$ cat src/rtl/auth_pkg.sv
package auth_pkg;

    typedef enum logic [2:0] {
        ST_IDLE,
        ST_LOAD,
        ST_SHIFT_CHAL,
        ST_FETCH_KEY,
        ST_SHIFT_KEY,
        ST_FINISH
    } auth_state_e;

    localparam logic REG_SELECT    = 1'b0;
    localparam logic REG_CHALLENGE = 1'b1;

endpackage

$ cat src/rtl/auth_hostregs.sv
module auth_hostregs #(
    parameter int CHAL_BYTES = 4
) (
    input  logic                    clk,
    input  logic                    rst_n,
    input  logic                    wr_en,
    input  logic                    wr_reg,
    input  logic [7:0]              wr_data,
    input  logic                    accept,
    output logic [7:0]              sel_q,
    output logic [CHAL_BYTES*8-1:0] chal_q,
    output logic                    start
);
    import auth_pkg::*;

    localparam int CNT_W = (CHAL_BYTES > 1) ? $clog2(CHAL_BYTES) : 1;
    localparam logic [CNT_W-1:0] LAST = CNT_W'(CHAL_BYTES - 1);

    logic [CNT_W-1:0] cnt_q;
    logic             wr_sel_ok;
    logic             wr_chal_ok;

    assign wr_sel_ok  = accept && wr_en && (wr_reg == REG_SELECT);
    assign wr_chal_ok = accept && wr_en && (wr_reg == REG_CHALLENGE);
    assign start      = wr_chal_ok && (cnt_q == LAST);

    always_ff @(posedge clk or negedge rst_n) begin
        if (!rst_n) begin
            sel_q  <= '0;
            chal_q <= '0;
            cnt_q  <= '0;
        end else if (wr_sel_ok) begin
            sel_q <= wr_data;
            cnt_q <= '0;
        end else if (wr_chal_ok) begin
            chal_q[cnt_q*8 +: 8] <= wr_data;
            cnt_q <= (cnt_q == LAST) ? '0 : cnt_q + 1'b1;
        end
    end

endmodule

$ cat src/rtl/auth_crc_unit.sv
module auth_crc_unit #(
    parameter int            CRC_W = 32,
    parameter logic [31:0]   POLY  = 32'hEDB88320
) (
    input  logic             clk,
    input  logic             rst_n,
    input  logic             seed_en,
    input  logic [CRC_W-1:0] seed_val,
    input  logic             load_en,
    input  logic [CRC_W-1:0] load_val,
    input  logic             shift_en,
    output logic [CRC_W-1:0] crc_q
);
    localparam logic [CRC_W-1:0] POLY_W = POLY[CRC_W-1:0];

    logic [CRC_W-1:0] dat_q;
    logic [CRC_W-1:0] crc_step;
    logic             fb;

    always_comb begin
        fb       = crc_q[0] ^ dat_q[0];
        crc_step = {1'b0, crc_q[CRC_W-1:1]} ^ (fb ? POLY_W : '0);
    end

    always_ff @(posedge clk or negedge rst_n) begin
        if (!rst_n) begin
            crc_q <= '0;
            dat_q <= '0;
        end else begin
            if (seed_en) begin
                crc_q <= seed_val;
            end else if (shift_en) begin
                crc_q <= crc_step;
            end
            if (load_en) begin
                dat_q <= load_val;
            end else if (shift_en) begin
                dat_q <= {1'b0, dat_q[CRC_W-1:1]};
            end
        end
    end

endmodule

$ cat src/rtl/auth_seq.sv
module auth_seq #(
    parameter int          CRC_W   = 32,
    parameter logic [31:0] POLY    = 32'hEDB88320,
    parameter int          N_SEC   = 4
) (
    input  logic                     clk,
    input  logic                     rst_n,
    input  logic                     wr_en,
    input  logic                     wr_reg,
    input  logic [7:0]               wr_data,
    output logic [$clog2(N_SEC)-1:0] sec_addr,
    input  logic [CRC_W-1:0]         sec_data,
    output logic [7:0]               result,
    output logic                     done,
    output logic                     busy
);
    import auth_pkg::*;

    localparam int IDX_W      = $clog2(N_SEC);
    localparam int CHAL_BYTES = CRC_W / 8;
    localparam int BIT_W      = $clog2(CRC_W);
    localparam logic [BIT_W-1:0] LAST_BIT = BIT_W'(CRC_W - 1);

    auth_state_e      state_q, state_d;
    logic [BIT_W-1:0] bit_q;
    logic [7:0]       sel_q;
    logic [CRC_W-1:0] chal_q;
    logic [CRC_W-1:0] crc_q;
    logic             start;
    logic             seed_en, load_en, shift_en, finish_en;
    logic [CRC_W-1:0] load_val;
    logic [7:0]       result_q;
    logic             done_q;
    logic [7:0]       fold;

    auth_hostregs #(.CHAL_BYTES(CHAL_BYTES)) u_regs (
        .clk     (clk),
        .rst_n   (rst_n),
        .wr_en   (wr_en),
        .wr_reg  (wr_reg),
        .wr_data (wr_data),
        .accept  (state_q == ST_IDLE),
        .sel_q   (sel_q),
        .chal_q  (chal_q),
        .start   (start)
    );

    auth_crc_unit #(.CRC_W(CRC_W), .POLY(POLY)) u_crc (
        .clk      (clk),
        .rst_n    (rst_n),
        .seed_en  (seed_en),
        .seed_val (sec_data),
        .load_en  (load_en),
        .load_val (load_val),
        .shift_en (shift_en),
        .crc_q    (crc_q)
    );

    // Byte fold of the final remainder
    always_comb begin
        fold = '0;
        for (int b = 0; b < CHAL_BYTES; b++) begin
            fold = fold ^ crc_q[b*8 +: 8];
        end
    end

    // State register
    always_ff @(posedge clk or negedge rst_n) begin
        if (!rst_n) begin
            state_q <= ST_IDLE;
        end else begin
            state_q <= state_d;
        end
    end

    // Next state
    always_comb begin
        state_d = state_q;
        unique case (state_q)
            ST_IDLE:       if (start) state_d = ST_LOAD;
            ST_LOAD:       state_d = ST_SHIFT_CHAL;
            ST_SHIFT_CHAL: if (bit_q == LAST_BIT) state_d = ST_FETCH_KEY;
            ST_FETCH_KEY:  state_d = ST_SHIFT_KEY;
            ST_SHIFT_KEY:  if (bit_q == LAST_BIT) state_d = ST_FINISH;
            ST_FINISH:     state_d = ST_IDLE;
            default:       state_d = ST_IDLE;
        endcase
    end

    // Outputs of the state machine
    always_comb begin
        seed_en   = 1'b0;
        load_en   = 1'b0;
        shift_en  = 1'b0;
        finish_en = 1'b0;
        load_val  = sec_data;
        sec_addr  = sel_q[IDX_W-1:0];
        busy      = 1'b1;
        unique case (state_q)
            ST_IDLE:       busy = 1'b0;
            ST_LOAD: begin
                seed_en  = 1'b1;
                load_en  = 1'b1;
                load_val = chal_q;
            end
            ST_SHIFT_CHAL: shift_en = 1'b1;
            ST_FETCH_KEY: begin
                sec_addr = sel_q[2*IDX_W-1:IDX_W];
                load_en  = 1'b1;
            end
            ST_SHIFT_KEY:  shift_en = 1'b1;
            ST_FINISH:     finish_en = 1'b1;
            default:       busy = 1'b0;
        endcase
    end

    // Bit counter, result and done
    always_ff @(posedge clk or negedge rst_n) begin
        if (!rst_n) begin
            bit_q    <= '0;
            result_q <= '0;
            done_q   <= 1'b0;
        end else begin
            if (load_en) begin
                bit_q <= '0;
            end else if (shift_en) begin
                bit_q <= bit_q + 1'b1;
            end
            if (start) begin
                done_q <= 1'b0;
            end else if (finish_en) begin
                done_q   <= 1'b1;
                result_q <= fold;
            end
        end
    end

    assign result = result_q;
    assign done   = done_q;

endmodule

$ cat config.mk
export PLATFORM = sky130hd
export DESIGN_NAME = auth_seq
export DESIGN_NICKNAME = d
export VERILOG_FILES = /design/src/rtl/auth_pkg.sv /design/src/rtl/auth_hostregs.sv /design/src/rtl/auth_crc_unit.sv /design/src/rtl/auth_seq.sv
export SDC_FILE = /design/constraint.sdc
export NUM_CORES = 1
export LEC_CHECK = 0
export BUFFER_PORTS_ARGS = -buffer_cell sky130_fd_sc_hd__buf_2
export CORE_MARGIN = 2
export CORE_UTILIZATION = 29
export DETAILED_ROUTE_END_ITERATION = 8
export PLACE_DENSITY = 0.42
export SYNTH_ARGS = -nofsm -noshare
export SYNTH_HDL_FRONTEND = slang
export SYNTH_SLANG_ARGS = --single-unit
$ cat constraint.sdc
create_clock -name clk -period 2.4 [get_ports clk]
set_clock_uncertainty 0.2 [all_clocks]
set_input_delay 0.72 -clock clk [delete_from_list [all_inputs] [get_ports clk]]
set_output_delay 0.72 -clock clk [all_outputs]
set_load 0.005 [all_outputs]
== After elaboration in Yosys (flattened, before gate mapping) ==
Index checks and enable logic that the tools add are counted.

* Bits in registers: 119
* Latch bits: 0
* Memory bits (writable): 0
* Bits in read-only memories: 0
* Bits of input ports: 44
* Output and inout port bits: 12
* Word-level logic and storage cells: 71
* Memories kept: 0

* Add/subtract/negate cells: 3
* Multiply operators: 0
* Div/mod/pow operators: 0
* $lt $le $gt $ge: 0
* Equality and inequality tests: 10
* Shift operators: 2
* Mux-type cells: 24
* Bitwise logic cells: 8
* Reductions and logical operators: 15

{| class="wikitable"
|+ Operators with widths
! operator !! number
|-
| 2-to-1 mux 32 bit || 6
|-
| negator 5 -> 34 bit || 1
|-
| variable shift 8 x 34 -> 32 bit, first input constant || 1
|-
| variable part select 8 x 34 -> 32 bit || 1
|-
| bitwise mux 32 bit || 1
|-
| bitwise XOR 31 x 32 -> 32 bit || 1
|-
| bitwise XOR 8 bit || 3
|-
| case mux 3 bit (5 select lines) || 1
|-
| 2-to-1 mux 5 bit || 2
|-
| 2-to-1 mux 3 bit || 3
|-
| 2-to-1 mux 2 bit || 4
|-
| nonzero test 2 bit || 4
|-
| 2-to-1 mux 1 bit || 7
|-
| == test 3 x 2 -> 1 bit, second input constant || 2
|-
| == test 3 bit, second input constant || 2
|-
| inequality test 2 bit, second input constant || 3
|-
| adder 5 x 1 -> 5 bit, second input constant || 1
|-
| == test 5 bit, second input constant || 1
|-
| OR reduction 5 bit || 1
|-
| logical AND 1 bit || 4
|-
| AND reduction 2 bit || 2
|-
| OR reduction 2 bit || 2
|-
| == test 3 x 1 -> 1 bit, second input constant || 1
|-
| logical NOT 3 bit || 1
|-
| other kinds (5) || 7
|}

== Longest topological paths before layout ==
Gate-level depths: netlist of the first run.

* Word-level depth: 6
* Gate-level depth with buffers: 7
* Depth with buffers taken out: 6

== Modules after synthesis ==
A second synthesis of the first run with hierarchy kept.

* Cells, all modules: 596
* Area, all modules: 6358.6 µm²

{| class="wikitable"
|+ By module, submodules not included
! module !! instances !! cells each !! area an instance (µm²) !! sequential area each (µm²)
|-
| auth_crc_unit || 1 || 326 || 3176.8 || 1601.5
|-
| auth_hostregs || 1 || 134 || 1773.0 || 1051.0
|-
| auth_seq || 1 || 136 || 1408.9 || 425.4
|}

== Worst setup path after synthesis of the first run ==
OpenSTA, ideal clock, no wires.

* Kind: reg2out
* Start: register state_q[0]
* End: output port busy
* Arrival time: 1.230 ns
* Data required time: 1.480 ns
* Path slack: 0.250 ns
* Stages on the path, launching flop included: 6
* Path buffers: 3
* Cells stage by stage: dfrtp_1 > buf_6 > nor3_2 > buf_2 > clkbuf_1 > a21oi_1

* Cells in the longest elaborated chain, start to end: 3
* Elaborated cells on any way between the ends: 7
* Those cells by class: eq/ne: 5; mux: 1; reduce/logical: 1

{| class="wikitable"
|+ Ends and longest elaborated chain
! element !! RTL line !! text
|-
| start: declaration || auth_seq.sv:24 || <nowiki>auth_state_e state_q, state_d;</nowiki>
|-
| start signal: assignment || auth_seq.sv:72 || <nowiki>state_q <= state_d;</nowiki>
|-
| == test 3 bit (tied with other cells) || auth_seq.sv:99 || <nowiki>unique case (state_q)</nowiki>
|-
| OR reduction 5 bit (no source line) * || -- ||
|-
| 2-to-1 mux 1 bit * || auth_seq.sv:99 ||
|-
| end: declaration || auth_seq.sv:15 || <nowiki>output logic busy</nowiki>
|}

Mark *: on every way between the ends. The rest lies on a longest branch, timed or not.

== Final worst setup path of the first run ==
* Start: register state_q[2]
* End: output port sec_addr[0]

* Cells in the longest elaborated chain, start to end: 2

{| class="wikitable"
|+ Ends and longest elaborated chain
! element !! RTL line !! text
|-
| == test 3 x 2 -> 1 bit || auth_seq.sv:99 ||
|-
| 2-to-1 mux 2 bit || auth_seq.sv:99 ||
|-
| end: declaration || auth_seq.sv:11 || <nowiki>output logic [$clog2(N_SEC)-1:0] sec_addr,</nowiki>
|}

No other way between the ends.

==> results of run 1 <==
repair_timing:
item,in CTS,in global routing
setup buffers,1,2
pin swaps,1,1
hold buffers,0,0
gates resized for setup,3,3
endpoints found under the setup margin,3,3
hold endpoints to repair,0,0
through the flow:
| stage | std cells | util, % |
|---|---|---|
| 6_report | 995 | 35.34 |
| 3_5_place_dp | 960 | 32.61 |
| 2_1_floorplan | 634 | - |
| 4_1_cts | 993 | 35.21 |
| 3_3_place_gp | 960 | 32.61 |
| 5_1_grt | 995 | 35.34 |
metal layers:
layer / vias to the layer above / track usage (%)
li1: 2352 / -
met1: 2405 / 22.96
met2: 88 / 26.10
met3: 17 / 3.398
met4: 0 / 4.145
met5: - / 0
synthesized netlist by cell type (all sizes together), types with 2 or more instances:
cell	number
a21oi	17
a221o	8
a22oi	2
and2	8
buf	27
clkbuf	17
dfrtp	119
ha	8
inv	53
mux2	38
mux2i	75
nand2	49
nand2b	3
nand3	3
nand4	4
nor2	7
nor3	2
nor3b	4
nor4b	2
nor4bb	2
o21ai	92
o22ai	14
o2bb2ai	13
or2	3
or3b	3
xnor2	34
xor3	5
critical path, delay by kind of cell, from the launching register on:
| kind | cells | cell delay (ns) |
|---|---|---|
| flops | 1 | 0.41 |
| simple gates | 2 | 0.23 |
| buf+inv | 1 | 0.12 |
| mux | 1 | 0.31 |
power by group:
group | leakage (nW) | total, mW | internal, mW | switching [mW]
sequential | 1.35 | 2.69 | 2.32 | 0.375
combinational | 1.98 | 1.66 | 0.950 | 0.705
clock | 0.258 | 2.45 | 1.46 | 0.995
total | 3.59 | 6.80 | 4.72 | 2.07
sequential cells by signal, summed over array words and instances (netlist names):
| register | cells |
|---|---|
| bit_q | 5 |
| done | 1 |
| result | 8 |
| state_q | 3 |
| u_crc.crc_q | 32 |
| u_crc.dat_q | 32 |
| u_regs.chal_q | 32 |
| u_regs.cnt_q | 2 |
| u_regs.sel_q | 4 |
how the worst max path moves through the flow:
| stage | end | slack [ns] | cells past startpoint |
|---|---|---|---|
| after floorplan | busy | 0.25 | 5 |
| after global placement | u_regs.sel_q[3] | 0.18 | 5 |
| after detailed placement | u_regs.sel_q[3] | 0.14 | 5 |
| after CTS | sec_addr[0] | -0.04 | 4 |
| after global routing | sec_addr[1] | -0.07 | 4 |
| final | sec_addr[0] | -0.03 | 4 |
cell families (layout without fill, tap and decap cells):
logic type / count (synthesis) / count (layout) / synth area share, %
AOI/OAI and AO/OA: 159 / 159 / 14.36
xor gates and xnor gates: 40 / 40 / 6.715
and+or+nand+nor: 97 / 97 / 8.361
adders and majority gates: 9 / 9 / 1.683
buffers and inverters: 97 / 173 / 6.053
muxes: 113 / 113 / 17.82
DFF: 119 / 119 / 45.02
layout make-up:
class,count,area (um2),area share (%)
tap,285,356.6,4.484
clock buffer,19,442.9,5.570
timing repair buffer,88,589.3,7.410
inverter,53,198.9,2.502
sequential,119,2979,37.46
clock inverter,13,123.9,1.558
multi-input combinational,418,3262,41.02
==> metrics.md, run 1 <==
| Metric | Value |
|---|---|
| Net count, final | 749 |
| Die height | 155.0 um |
| Dpl ws | 0.1441 ns |
| Antenna violations before repair | 0 |
| Clock buffer depth | 2 |
| Req. time, crit path | 1.48 ns |
| Top cells by area, synth | dfrtp_1 (45%), mux2i_1 (11%), o21ai_0 (6.2%), mux2_2 (5.8%), xnor2_1 (4.4%) |
| CP Data Arrival Time | 1.51 ns |
| Reg-to-reg endpoint | u_crc.crc_q[19] |
| Detailed Route WL | 18,900 um |
| Worst reg2reg startpoint | state_q[1] |
| I/O pin count | 56 |
| Worst Setup End Kind | output port |
| Via density | 4.886 |
| Ant diodes | 0 |
| Fin crit share | 101.0% |
| Remaining DRCs | 0 |
| Most common cell after layout, fill and taps aside | dfrtp_1 |
| Clock sinks | 119 |
| Die area | 24,030 um2 |
| Finished Cell Area | 7953 um2 |
| Crit-path cells | nor2b_4, nand2_4, mux2_4, buf_6 |
| Cell variety after synth | 61 |
| Met2 WL | 8812 um |
| Synthesized area | 6615 um2 |
| Largest net degree at the start of global routing | 43 |
| Max cap viols | 0 |
| Pwr Total | 6.797 mW |
| Clock latency at the later pin of the worst-skew pair | 0.42 ns |
| Synth Register Bits | 119 |
| Failing checks | setup timing |
| M1 wire length | 9069 um |
| Reg2Reg Depth | 7 |
| P&R area growth vs syn | 20.22% |
| Post-Synthesis Cells | 634 |
| Vias in the first global route | 4,956 |
| Filler cells | 2,244 |
| Core box area | 22,500 um2 |
| Fraction of registers with async set/reset | 100.0% |
| Setup slack, reg-to-reg | 0.21 ns |
| Setup violations, final | 2 |
| Hold Crit Class | in -> async |
| Final hold vios | 0 |
| Top Metal Used | met4 |
| Setup crit start | state_q[2] |
| Crit Path Category | reg -> out |
| Overflow left after global routing | 0 |
| Worst Path Max Fanout | 3 |
| H-tree levels | 4 |
| Lkg Pwr | 3.591 nW |
| CP max stage delay | 0.41 ns |
| Clk root buf | clkbuf_16 |
| Num CTS Buffers | 17 |
| Wire length per cell | 19.00 um |
| Post-synth EDFFs | 0 |
| Register area share after synthesis | 45.02% |
| Critical Path Source Type | flop |
| Final setup TNS | -0.04669 ns |
| VDD IR max | 0.4578 mV |
| Reg clk slew, reported paths | 0.06 ns |
| Initial Util | 29.40% |
| CTS tree | built |
| Slew @ Worst Pin | 0.5955 ns |
| Router iterations before antenna repair | 4 |
| Routed Antenna Nets | 0 |
| Most frequent cells in the layout | dfrtp_1 (118), o21ai_0 (82), mux2i_1 (75) |
| Fmax | 412.4 MHz |
| PnR worst setup slack | -0.02507 ns |
| Post-synth top area share | 45.02% |
| Final hold slack | 0.03786 ns |
| Final Slew Violations | 0 |
| Placed wire-length estimate | 13,760 um |
| RSZ-0062 raised after global routing | true |
| Die width | 155.0 um |
| Share of layout cells above drive strength 1 | 23.66% |
| Syn_area_per_cell | 10.43 um2 |
| Tmin final | 2.425 ns |
| Slowest CP cell | dfrtp_1 |
| Top FF cell, synth | dfrtp_1 |
| Via count | 4,862 |
| DR WL met3 | 793 um |
| Syn Nets | 686 |
| Status | complete, but fails checks |
| PD cells | 854.7 nW/um2 |
| IO Port Bufs | 55 |
| Area leader, netlist | dfrtp_1 |
| # rows | 55 |
| Ys Warns | 0 |
| First-pass GRT wire length | 29,930 um |
| Initial DRC count | 292 |
| GP Congestion | 0.7498 |
| Placed inst area | 7338 um2 |
| Gr usage total | 16.45% |
| Slew HR | 60.18% |
(Power assumes the default switching activity.)
==> inputs of run 2 (changes only) <==
- CAP_MARGIN: default -> 5
- clock period: 2.4 -> 3.1 ns (I/O delays scaled with it)
==> metrics.md, run 2 (synthesis results as in run 1) <==
| Metric | Value |
|---|---|
| Initial DRC count | 302 |
| Reg clk slew, reported paths | 0.06 ns |
| Core box area | 22,500 um2 |
| Status | complete, no violations |
| Req. time, crit path | 1.97 ns |
| Clock latency at the later pin of the worst-skew pair | 0.42 ns |
| Buffer and inverter count on the worst path | 1 |
| First-pass GRT wire length | 29,250 um |
| Tmin final | 2.775 ns |
| Max cap viols | 0 |
| Net count, final | 735 |
| Detailed Route WL | 18,770 um |
| Routed Antenna Nets | 0 |
| Kind of cell adding the most delay to the critical path | flip-flops |
| VDD IR max | 0.3609 mV |
| Largest net degree at the start of global routing | 53 |
| Ant diodes | 0 |
| I/O pin count | 56 |
| Die width | 155.0 um |
| Most common cell after layout, fill and taps aside | dfrtp_1 |
| RSZ-0062 raised after global routing | false |
| Final hold slack | 0.2721 ns |
| Worst Setup End Kind | output port |
| Overflow left after global routing | 0 |
| H-tree levels | 4 |
| Clk root buf | clkbuf_16 |
| Critical hold path startpoint | result[6] |
| Num CTS Buffers | 17 |
| Vias in the first global route | 4,980 |
| PD cells | 680.3 nW/um2 |
| Antenna violations before repair | 0 |
| Die area | 24,030 um2 |
| GP Congestion | 0.7645 |
| Lkg Pwr | 3.512 nW |
| Slowest CP cell | dfrtp_2 |
| Fmax | 360.4 MHz |
| Wire length per cell | 19.14 um |
| Router iterations before antenna repair | 5 |
| Setup crit start | state_q[1] |
| Final setup TNS | 0 ns |
| CP max stage delay | 0.53 ns |
| # rows | 55 |
| Fin crit share | 89.51% |
| Clock buffer depth | 2 |
| Crit-path cells | nand2_1, mux2_2, buf_2 |
| Worst reg2reg startpoint | state_q[1] |
| Clock sinks | 119 |
| Gr usage total | 16.13% |
| CTS tree | built |
| P&R area growth vs syn | 18.06% |
| Biggest regs | u_crc.crc_q: 32 flops, u_crc.dat_q: 32 flops, u_regs.chal_q: 32 flops |
| Most frequent cells in the layout | dfrtp_1 (118), o21ai_0 (82), mux2i_1 (75) |
| Crit Path Category | reg -> out |
| Hold Crit Class | reg -> reg |
| Post-CTS sizing | 0 |
| Die height | 155.0 um |
| Slew HR | 33.64% |
| Critical Path Source Type | flop |
| Via count | 4,874 |
| IO Port Bufs | 55 |
| Placed wire-length estimate | 13,590 um |
| Worst Path Max Fanout | 16 |
| Initial Util | 29.40% |
| Via density | 4.968 |
| Remaining DRCs | 0 |
| CP Data Arrival Time | 1.64 ns |
| Final Slew Violations | 0 |
| Hold Buf Count CTS | 0 |
| Final hold vios | 0 |
| Post-CTS Setup Bufs | 0 |
| Setup violations, final | 0 |
| Share of layout cells above drive strength 1 | 21.84% |
| Slew @ Worst Pin | 0.9955 ns |
-- run 2: cell types whose count changed in the layout (fill, tap and decap cells not counted), moves of 3 or more --
cell	delta
clkinv_4	+3
buf_6	-3
buf_4	-9
clkinvlp_4	-4
buf_12	-3
-- run 2: worst paths after layout --
| kind | cells past startpoint | slack [ns] | end |
|---|---|---|---|
| max | 3 | 0.33 | sec_addr[1] |
| min | 2 | 0.27 | result[6] |
| min in group asynchronous | 1 | 0.31 | done |
| min reg2reg | 2 | 0.27 | result[6] |
| max reg2reg | 4 | 0.60 | u_crc.crc_q[22] |
| max in group asynchronous | 2 | 1.68 | u_regs.chal_q[7] |
-- run 2: worst register-to-register path: stages, from the launching register on --
cell,delay (ns)
dfrtp_2,0.56
buf_4,0.42
or3b_1,0.85
mux2i_1,0.28
o21ai_1,0.08
-- run 2: cell type report --
cell class,instances,area [um2]
clock buffer,20,446.7
clock inverter,12,145.1
inverter,53,198.9
sequential,119,2979
tap,285,356.6
timing repair buffer,74,432.9
multi-input combinational,418,3251
fill,2263,14690
-- run 2: routing by layer --
| metal | GRT usage [%] | vias up | part of all wire, % |
|---|---|---|---|
| li1 | - | 2331 | - |
| met1 | 21.94 | 2437 | 48 |
| met2 | 26.16 | 84 | 47 |
| met3 | 2.730 | 22 | 3.2 |
| met4 | 5.335 | 0 | 1.8 |
| met5 | 0 | - | 0 |
-- run 2: power by group --
part / total [mW] / switching, mW / leakage (nW) / internal, mW
logic: 1.24 / 0.515 / 1.88 / 0.722
clock network: 1.98 / 0.762 / 0.281 / 1.22
registers: 2.10 / 0.305 / 1.35 / 1.79
total: 5.31 / 1.58 / 3.51 / 3.73
-- run 2: through the flow --
stage	worst slack, ns	cell area (um2)	power, mW	util (%)	std cells
global route	0.2675	7810	5.589	34.71	981
detailed placement	0.4474	7218	3.381	32.08	949
finish	0.3253	7810	5.313	34.71	981
global placement	0.4998	7218	3.369	32.08	949
CTS	0.2856	7810	5.377	34.71	981
floorplan	0.7403	6615	3.019	-	634
==> inputs of run 3 (changes only) <==
- CORE_UTILIZATION: 29 -> 50
- PLACE_DENSITY: 0.42 -> 0.66
==> metrics.md, run 3 (synthesis results as in run 1) <==
| Metric | Value |
|---|---|
| NetSw | 1.508 mW |
| Antenna violations before repair | 0 |
| Sequential Area | 2979 um2 |
| Gr usage total | 24.86% |
| I/O pin count | 56 |
| Fin crit share | 86.90% |
| Routed Antenna Nets | 0 |
| Multi-input gate area in the final layout | 3251 um2 |
| Vias in the first global route | 5,053 |
| Most common cell after layout, fill and taps aside | dfrtp_1 |
| Placed inst area | 7059 um2 |
| CTS tree | built |
| Post-CTS Setup Bufs | 0 |
| H-tree levels | 4 |
| Fmax | 371.2 MHz |
| Routing usage on met2 | 38.43% |
| Clk pwr share | 36.9% |
| Share of layout cells above drive strength 1 | 21.36% |
| Flop pwr share | 39.6% |
| First-pass GRT wire length | 27,260 um |
| Tmin final | 2.694 ns |
| Placed wire-length estimate | 11,490 um |
| Filler cells | 1,109 |
| CP Data Arrival Time | 1.56 ns |
| RSZ-0062 raised after global routing | false |
| Lkg Pwr | 3.502 nW |
| Kind of cell adding the most delay to the critical path | flip-flops |
| Hold Buf Count CTS | 0 |
| Post-CTS sizing | 0 |
| P&R area growth vs syn | 15.59% |
| Final Slew Violations | 0 |
| Slowest CP cell | dfrtp_2 |
| Reg2Reg Depth | 5 |
| Slew HR | 38.94% |
| Met1 Track Usage GR | 34.27% |
| Ant diodes | 0 |
| Crit Path Category | reg -> out |
| Crit-path cells | buf_4, nor3_4, a21oi_1, buf_2 |
| PD cells | 691.5 nW/um2 |
| # rows | 42 |
| Req. time, crit path | 1.97 ns |
| Most frequent cells in the layout | dfrtp_1 (118), o21ai_0 (82), mux2i_1 (75) |
| Detailed Route WL | 16,660 um |
| Num CTS Buffers | 17 |
| Met3 Track Usage GR | 5.699% |
| Sw frac | 28.53% |
| VDD IR max | 0.4140 mV |
| Worst Setup End Kind | output port |
| Router iterations before antenna repair | 6 |
| Final setup TNS | 0 ns |
| Combinational Power Share | 23.5% |
| Initial DRC count | 354 |
| Remaining DRCs | 0 |
| Final hold vios | 0 |
| Die area | 14,170 um2 |
| Net count, final | 732 |
| Internal power | 3.779 mW |
| Wire length per cell | 19.17 um |
| Core box area | 13,090 um2 |
| Die height | 119.0 um |
| Worst Path Max Fanout | 26 |
| CP max stage delay | 0.48 ns |
| Post-layout util | 58.43% |
| Setup violations, final | 0 |
| Status | complete, no violations |
| Clock latency at the later pin of the worst-skew pair | 0.41 ns |
| CP Depth | 4 |
| Setup slack, reg-to-reg | 0.76 ns |
| Reg clk slew, reported paths | 0.05 ns |
| Hold Crit Class | in -> async |
| Slew @ Worst Pin | 0.9160 ns |
| GRT busiest layer | met2 |
| Largest net degree at the start of global routing | 62 |
| Finished Cell Area | 7646 um2 |
| Clk root buf | clkbuf_16 |
| Critical Path Source Type | flop |
| Buffer and inverter count on the worst path | 2 |
| Die width | 119.0 um |
| Overflow left after global routing | 0 |
| Via density | 5.725 |
| Via count | 4,975 |
| Max cap viols | 0 |
| IO Port Bufs | 55 |
| Clock sinks | 119 |
| Clock buffer depth | 2 |
| Biggest regs | u_crc.crc_q: 32 flops, u_crc.dat_q: 32 flops, u_regs.chal_q: 32 flops |
| Initial Util | 50.55% |
| GP Congestion | 0.8354 |
==> run 3: cell types whose count changed in the layout (fill, tap and decap cells not counted), sizes merged <==
| cell | before | now |
|---|---|---|
| inv | 55 | 53 |
| clkinv | 6 | 4 |
| buf | 74 | 71 |
| clkbuf | 20 | 24 |
==> run 3: power by group through the flow <==
| stage | combinational [mW] | sequential (mW) | clock (mW) |
|---|---|---|---|
| final | 1.24 | 2.09 | 1.95 |
| after global routing | 1.37 | 2.13 | 2.04 |
| after CTS | 1.25 | 2.09 | 1.97 |
| after detailed placement | 1.23 | 2.12 | 0 |
| after global placement | 1.20 | 2.11 | 0 |
| after floorplan | 1.01 | 2.01 | 0 |
==> run 3: per-layer routing <==
layer | vias to the layer above | routed length, um
li1 | 2319 | -
met1 | 2467 | 7599
met2 | 162 | 7806
met3 | 27 | 921
met4 | 0 | 329
met5 | - | 0
==> run 3: through the flow <==
stage                     hold WS, ns  instances  power (mW)  setup WS, ns
after global routing           0.2958        869       5.530        0.3425
after floorplan                0.2522        634       3.019        0.7403
final                          0.2656        869       5.287        0.4060
after CTS                      0.2760        869       5.306        0.3976
after global placement         0.2558        837       3.308        0.5175
after detailed placement       0.2652        837       3.351        0.4612
==> run 3: worst paths after layout <==
path / from / endpoint
setup / recovery: state_q[1] / busy
hold / removal: rst_n / bit_q[2]
setup reg to reg: state_q[1] / u_crc.dat_q[5]
hold reg to reg: result[6] / result[6]
max in group asynchronous: rst_n / u_regs.chal_q[30]
min in group clk: result[6] / result[6]
==> run 3: layout make-up <==
type / instances / area share [%]
multi-input cells: 418 / 42.51
flip-flops and latches: 119 / 38.96
clock buffers: 24 / 6.431
repair buffers: 71 / 5.367
well taps: 176 / 2.880
inverters: 53 / 2.602
clock inverters: 8 / 1.244
